`src/rtl/efuse_rd_ctrl.sv`:
```
module efuse_rd_ctrl #(
  parameter int          AW   = 9,
  parameter int          LW   = 5,
  parameter int          CW   = 4,
  parameter logic [7:0]  BASE = 8'hd0
) (
  input  logic          clk,
  input  logic          rst_n,
  input  logic          bus_sel,
  input  logic          bus_wr,
  input  logic [7:0]    bus_addr,
  input  logic [31:0]   bus_wdata,
  output logic [31:0]   bus_rdata,
  output logic [AW:0]   fuse_addr,
  output logic          fuse_strobe,
  input  logic [7:0]    fuse_rdata
);
  localparam int NB       = 1 << LW;
  localparam int NW       = NB / 4;
  localparam int LEN_LSB  = 16;
  localparam int SA_LSB   = LEN_LSB + LW;
  localparam int HALF_BIT = SA_LSB + AW;
  localparam int STB_LSB  = 16;
  localparam int ADJ_LSB  = STB_LSB + CW;
  localparam logic [7:0] OFF_CFG  = BASE + 8'd4;
  localparam logic [7:0] OFF_STAT = BASE + 8'd8;
  localparam logic [7:0] OFF_DATA = BASE + 8'd12;

  typedef enum logic [1:0] {IDLE, ADJ, STB} ph_t;

  ph_t            ph;
  logic           en, half, done;
  logic [LW-1:0]  len, bidx;
  logic [AW-1:0]  sa, cur;
  logic [CW-1:0]  cfg_adj, cfg_stb, adj_l, stb_l, cnt;
  logic [7:0]     dbuf [NB];

  wire busy    = ph != IDLE;
  wire wr      = bus_sel & bus_wr;
  wire wr_ctrl = wr && bus_addr == BASE;
  wire wr_cfg  = wr && bus_addr == OFF_CFG;
  wire go      = wr_ctrl && !busy && bus_wdata[0];

  assign fuse_addr   = {half, cur};
  assign fuse_strobe = ph == STB;

  always_ff @(posedge clk or negedge rst_n) begin
    if (!rst_n) begin
      ph <= IDLE; en <= 1'b0; half <= 1'b0; done <= 1'b0;
      len <= '0; bidx <= '0; sa <= '0; cur <= '0;
      cfg_adj <= '0; cfg_stb <= '0; adj_l <= '0; stb_l <= '0; cnt <= '0;
      for (int i = 0; i < NB; i++) dbuf[i] <= '0;
    end else begin
      if (wr_cfg) begin
        cfg_stb <= bus_wdata[STB_LSB +: CW];
        cfg_adj <= bus_wdata[ADJ_LSB +: CW];
      end
      if (wr_ctrl && !busy) begin
        len  <= bus_wdata[LEN_LSB +: LW];
        sa   <= bus_wdata[SA_LSB +: AW];
        half <= bus_wdata[HALF_BIT];
      end
      if (go) begin
        en    <= 1'b1;
        done  <= 1'b0;
        ph    <= ADJ;
        adj_l <= cfg_adj;
        stb_l <= cfg_stb;
        cnt   <= cfg_adj;
        bidx  <= '0;
        cur   <= bus_wdata[SA_LSB +: AW];
        for (int i = 0; i < NB; i++) dbuf[i] <= '0;
      end
      case (ph)
        ADJ: begin
          if (cnt == '0) begin
            ph  <= STB;
            cnt <= stb_l;
          end else cnt <= cnt - 1'b1;
        end
        STB: begin
          if (cnt == '0) begin
            dbuf[bidx] <= fuse_rdata;
            if (bidx == len) begin
              ph   <= IDLE;
              en   <= 1'b0;
              done <= 1'b1;
            end else begin
              bidx <= bidx + 1'b1;
              cur  <= cur + 1'b1;
              ph   <= ADJ;
              cnt  <= adj_l;
            end
          end else cnt <= cnt - 1'b1;
        end
        default: ;
      endcase
    end
  end

  always_comb begin
    bus_rdata = '0;
    if (bus_addr == BASE) begin
      bus_rdata[0]              = en;
      bus_rdata[LEN_LSB +: LW]  = len;
      bus_rdata[SA_LSB +: AW]   = sa;
      bus_rdata[HALF_BIT]       = half;
    end else if (bus_addr == OFF_CFG) begin
      bus_rdata[STB_LSB +: CW] = cfg_stb;
      bus_rdata[ADJ_LSB +: CW] = cfg_adj;
    end else if (bus_addr == OFF_STAT) begin
      bus_rdata[0] = done;
    end else begin
      for (int w = 0; w < NW; w++)
        if (bus_addr == OFF_DATA + 8'(4 * w))
          bus_rdata = {dbuf[4*w+3], dbuf[4*w+2], dbuf[4*w+1], dbuf[4*w]};
    end
  end
endmodule

```
`config.mk`:
```
export PLATFORM = sky130hd
export DESIGN_NAME = efuse_rd_ctrl
export DESIGN_NICKNAME = d
export VERILOG_FILES = /design/src/rtl/efuse_rd_ctrl.sv
export SDC_FILE = /design/constraint.sdc
export NUM_CORES = 1
export LEC_CHECK = 0
export ABC_AREA = 1
export BUFFER_PORTS_ARGS = -buffer_cell sky130_fd_sc_hd__buf_4
export CORE_ASPECT_RATIO = 1.25
export CORE_MARGIN = 2
export CORE_UTILIZATION = 61
export CTS_CLUSTER_SIZE = 14
export DETAILED_ROUTE_END_ITERATION = 16
export PLACE_DENSITY = 0.89
export SKIP_LAST_GASP = 1
export SYNTH_ARGS = -nofsm -noshare
export SYNTH_HDL_FRONTEND = slang
export SYNTH_SLANG_ARGS = --single-unit
```
`constraint.sdc`:
```
create_clock -name clk -period 2.3 [get_ports clk]
set_clock_uncertainty 0.15 [all_clocks]
set_input_delay 0.115 -clock clk [delete_from_list [all_inputs] [get_ports clk]]
set_output_delay 0.115 -clock clk [all_outputs]
set_load 0.01 [all_outputs]
```
Word level (Yosys, flattened, before mapping). Cells that the tools add are included.

Register bits after elaboration: 309. Input port bits: 52. Output and inout bits: 43. Logic and storage cells: 123.

Add/sub/neg operators: 3. $lt $le $gt $ge: 2. Equal/unequal tests: 14. Muxes and demuxes: 49. Bitwise gates (word level): 2. Reductions and logical operators: 8.

Operators with widths (number): $mux W256 (3); $bwmux W256 (1); $mux W32 (8); $eq A8 B8 Y1 const B (11); $demux W8 S5 (1); $mux W9 (4); $mux W31 (1); $mux W15 (2); $mux W8 (3); $mux W5 (4); $mux W16 (1); $mux W4 (4); $mux W1 (12); $add A9 B1 Y9 const B (1); $pmux W4 S2 (1); $ge A6 B6 Y1 const B (1); $lt A6 B1 Y1 const B (1); $mux W2 (3); $not A5 Y6 (1); $add A5 B1 Y5 const B (1); $eq A5 B5 Y1 (1); $logic_and A1 B1 Y1 (5); $logic_not A4 Y1 (1); $pmux W2 S2 (1); other kinds (6) (6).

Depth between registers and ports, before layout.
Depth in word-level cells: 12. Gate-level depth with buffers: 13. Mapped depth without buffers: 13.

Worst setup path after synthesis. No wires, ideal clock.

Path kind: reg2reg. Start: register ph[0]. End: register dbuf[54] in the netlist's numbering. Setup time: 135 ps. Data arrival time: 1735 ps. Data required time: 2015 ps. Path slack: 281 ps. Stages on the path, launching flop included: 9. Path buffers: 1. Clock period less this slack: 2019 ps. Path through: dfrtp_1 > inv_1 > ha_1 > inv_2 > nor4_4 > nand2_1 > buf_2 > nand3_1 > o21ai_0.

Elaborated cells on any way between the ends: 9. Those cells by class: eq/ne: 1; mux: 4; reduce/logical: 4.

RTL lines: start, declared (RTL line 31) `ph_t ph;`; start signal, assigned (RTL line 49) `ph <= IDLE; en <= 1'b0; half <= 1'b0; done <= 1'b0;`; start signal, assigned (RTL line 66) `ph <= ADJ;`; start signal, assigned (RTL line 77) `ph <= STB;`; $eq A2 B2 Y1; net fuse_strobe (RTL line 15) `output logic fuse_strobe,`; $mux W256 (RTL line 74) `case (ph)`; end signal, assigned by index (RTL line 83) `dbuf[bidx] <= fuse_rdata;`; end, declared (RTL line 36) `logic [7:0] dbuf [NB];`.

The timed path passes the listed nets, and every way through them passes these cells. A chain may end at the register's enable or synchronous reset.

Final worst setup path.
Start: register ph[0]. End: register dbuf[214] in the netlist's numbering.

Longest elaborated chain between the ends: 8. Elaborated cells on any way between the ends: 9. Those cells by class: eq/ne: 1; mux: 4; reduce/logical: 4.

Ends and longest elaborated chain: $reduce_bool A2 Y1 (RTL line 38) `wire busy = ph != IDLE;`; $logic_not A1 Y1 (RTL line 42) `wire go = wr_ctrl && !busy && bus_wdata[0];`; $logic_and A1 B1 Y1 (2 in a row) (RTL line 42); $mux W256 (RTL line 63) `if (go) begin`; $bwmux W256 (RTL line 83); $mux W256 (RTL line 82) `if (cnt == '0) begin`; $mux W256 * (RTL line 74).

Mark *: on every way between the ends. The rest lies on a longest branch, timed or not.

==> qor.txt <==
Worst EP arrival: 2.70 ns
Critical Path Fanout Max: 16
VDD IR max: 0.603 mV
Worst path max stage delay: 0.45 ns
Total die area: 0.0258 mm2
Area Overhead vs Synth: 15.5%
Max-slew violations: 0
Uppermost layer routed: met4
Min Hold Slack: -0.0221 ns
Total Power: 11400 uW
# nets final: 1981
Initial antenna violation count: 0
Routed Antenna Nets: 0
WL met3: 3740 um
Least-Margin Pin Slew: 0.673 ns
Final Hold Viols: 8
DIE WIDTH: 144 um
Slew margin rel.: 55.1%
Required @ worst endpoint: 2.56 ns
Main synth FF type: dfrtp_1
CTS root buf: clkbuf_16
Largest net degree at the start of global routing: 150
Slowest stage cell, crit path: nand2_1
Pwr Density: 659 mW/mm2
Total GRT Usage: 32.8%
Routed vias/inst: 6.09
Largest cells by area after synthesis: dfrtp_1, nand3_1, nand2_1, o21ai_0, inv_1
Clock slew at reported path FFs: 0.07 ns
Crit Path Category: reg2reg
Number of global-route vias before repair: 13500
First-pass GRT wire length: 67900 um
Drt first pass iters: 6
Post-Syn Instances: 1850
Iter 0 DRT Violations: 1904
CP Capture Type: flop
Seq/Total Area, Yosys: 51.7%
Post-DP Area: 0.0160 mm2
Die Y: 179 um
Row cnt: 64
CTS tree: yes
CP Launch Type: flop
Yosys reg bits: 309
Setup TNS: -0.338 ns
Fin worst setup slack: -0.142 ns
Count leader, synth: nand2_1
WL met1: 16000 um
CTS H-tree lvls: 1
Status: finished with violations
Crit path time final: 2.44 ns
Fraction of layout cells with a size suffix above 1: 13.1%
Critical Path, Cell by Cell: inv_1 > ha_1 > inv_2 > nor3_2 > nand2_1 > nand3_1 > o21ai_0
Clock Path Buffers: 3
Asr flop ratio synth: 100%
RSZ-0062 raised after global routing: yes
Failing checks: hold timing, setup timing
Yosys top cell area share: 51.7%
EDFF count, synth: 0
Total global routing overflow: 0
Number of I/O port buffers: 78
N_diodes: 0
Placeable core area: 0.0243 mm2
Period Utilization, post-route: 106%
Unique masters post-synth: 38
Num ports: 95
Clk Latency, worst-skew pair: 0.57 ns
Pleak: 0.00860 uW
Post-synth top cells: nand2_1, nand3_1, dfrtp_1
Num Clock Sinks: 309
Clock buffer count from CTS: 29
Vias: 13800
Synth area leader: dfrtp_1
HP Class: in2async
Max frequency: 0.410 GHz
DRT Wirelength: 42300 um
DRC: 0
WL met2: 20900 um
Mapped Area: 0.0150 mm2
Post-Syn Area per Cell: 8.09 um2
Yosys Warn Count: 0
Syn Nets: 1911
Gpl congestion: 0.898
Initial Utilization: 61.7%
Detail Placement HPWL: 25500 um
Drt wl/cell: 18.6 um
MaxCap Viol Count: 0
Setup Viol. Count Final: 4
Final Util: 71.3%
Fin area: 0.0173 mm2
## per-layer routing
layer,vias up,track usage [%]
li1,6259,-
met5,-,0
met2,804,56.2
met1,6597,41.7
met3,167,5.45
met4,0,13.3
## timing repair
item                                    4_1_cts  5_1_grt
hold buffers                                 25        0
endpoints found under the hold margin       544        0
endpoints found under the setup margin        1      112
buffers inserted                              0        1
resized for setup                             1       13
cloned                                        0        1
pin swaps                                     0        0
## final timing paths
kind,start,to,slack (ns),cells past startpoint
worst max-delay path,ph[0],dbuf[214],-0.14,7
worst min-delay path,rst_n,dbuf[21],-0.02,2
worst max register to register,ph[0],dbuf[214],-0.14,7
worst min register to register,stb_l[3],stb_l[3],0.33,2
max in group asynchronous,rst_n,dbuf[103],1.17,3
min in group clk,bus_wr,stb_l[2],0.05,6
## through the flow
step | setup slack (ns) | cells
4_1_cts | 0.00675 | 2269
5_1_grt | -0.219 | 2271
3_3_place_gp | 0.144 | 2192
3_5_place_dp | 0.0454 | 2192
6_report | -0.142 | 2271
2_1_floorplan | 0.281 | 1850
## cell families (layout without fill, tap and decap cells)
group / count (synthesis) / count (layout) / synth area share (%)
compound gates: 336 / 336 / 11.4
xor+xnor: 9 / 9 / 0.526
fa+ha+maj: 9 / 9 / 0.752
buf+inv: 290 / 381 / 8.00
flops: 309 / 309 / 51.7
mux: 5 / 5 / 0.368
simple gates: 892 / 892 / 27.3
## final cells by class
class,count,area [um2]
Clock inverter,9,116
Fill cell,1647,6970
Sequential cell,309,7730
Clock buffer,43,858
Multi-Input combinational cell,1251,6080
Tap cell,330,413
Inverter,164,618
Timing Repair Buffer,165,1470
## state kept, by name, indices dropped and copies added, names as in the netlist
name	cells
half	1
cfg_adj	4
ph	2
cur	9
bidx	5
stb_l	4
len	5
cnt	4
cfg_stb	4
sa	9
dbuf	256
en	1
adj_l	4
done	1
## critical path, delay by kind of cell, from the launching register on
family / cells / cell delay, ns
AOI/OAI and AO/OA: 1 / 0.16
DFF: 1 / 0.40
buffers and inverters: 2 / 0.24
and+or+nand+nor: 3 / 1.14
adders and majority gates: 1 / 0.20
## layout by cell type (no fill, tap or decap), types with 3 or more instances in the layout
| cell | synthesis | layout |
|---|---|---|
| nor2_1 | 99 | 97 |
| nand2_2 | 9 | 18 |
| inv_1 | 151 | 149 |
| inv_2 | 12 | 14 |
| dlygate4sd3_1 | 0 | 25 |
| nand4_1 | 37 | 37 |
| nand2_1 | 370 | 361 |
| dfrtp_1 | 309 | 309 |
| nor2_2 | 3 | 4 |
| o22ai_1 | 5 | 5 |
| o21ai_1 | 95 | 95 |
| o21ai_0 | 225 | 225 |
| clkinv_2 | 0 | 5 |
| nor2_4 | 3 | 4 |
| nor3_2 | 3 | 3 |
| buf_12 | 0 | 10 |
| xnor2_1 | 5 | 5 |
| or2_0 | 5 | 5 |
| clkbuf_1 | 53 | 6 |
| buf_4 | 7 | 127 |
| or2_2 | 12 | 12 |
| a21oi_1 | 6 | 6 |
| nand3_1 | 337 | 337 |
| clkbuf_8 | 0 | 8 |
| mux2_2 | 4 | 4 |
| xor2_1 | 4 | 4 |
| ha_1 | 9 | 9 |
| nor3_4 | 4 | 4 |
| clkbuf_16 | 0 | 30 |
## where the power goes
| group | switching [uW] | internal (uW) | total, uW |
|---|---|---|---|
| clock network | 2110 | 2810 | 4930 |
| logic | 407 | 253 | 660 |
| registers | 136 | 5670 | 5800 |
| total | 2660 | 8740 | 11400 |
Note: power is estimated with default switching activity, not from simulation.
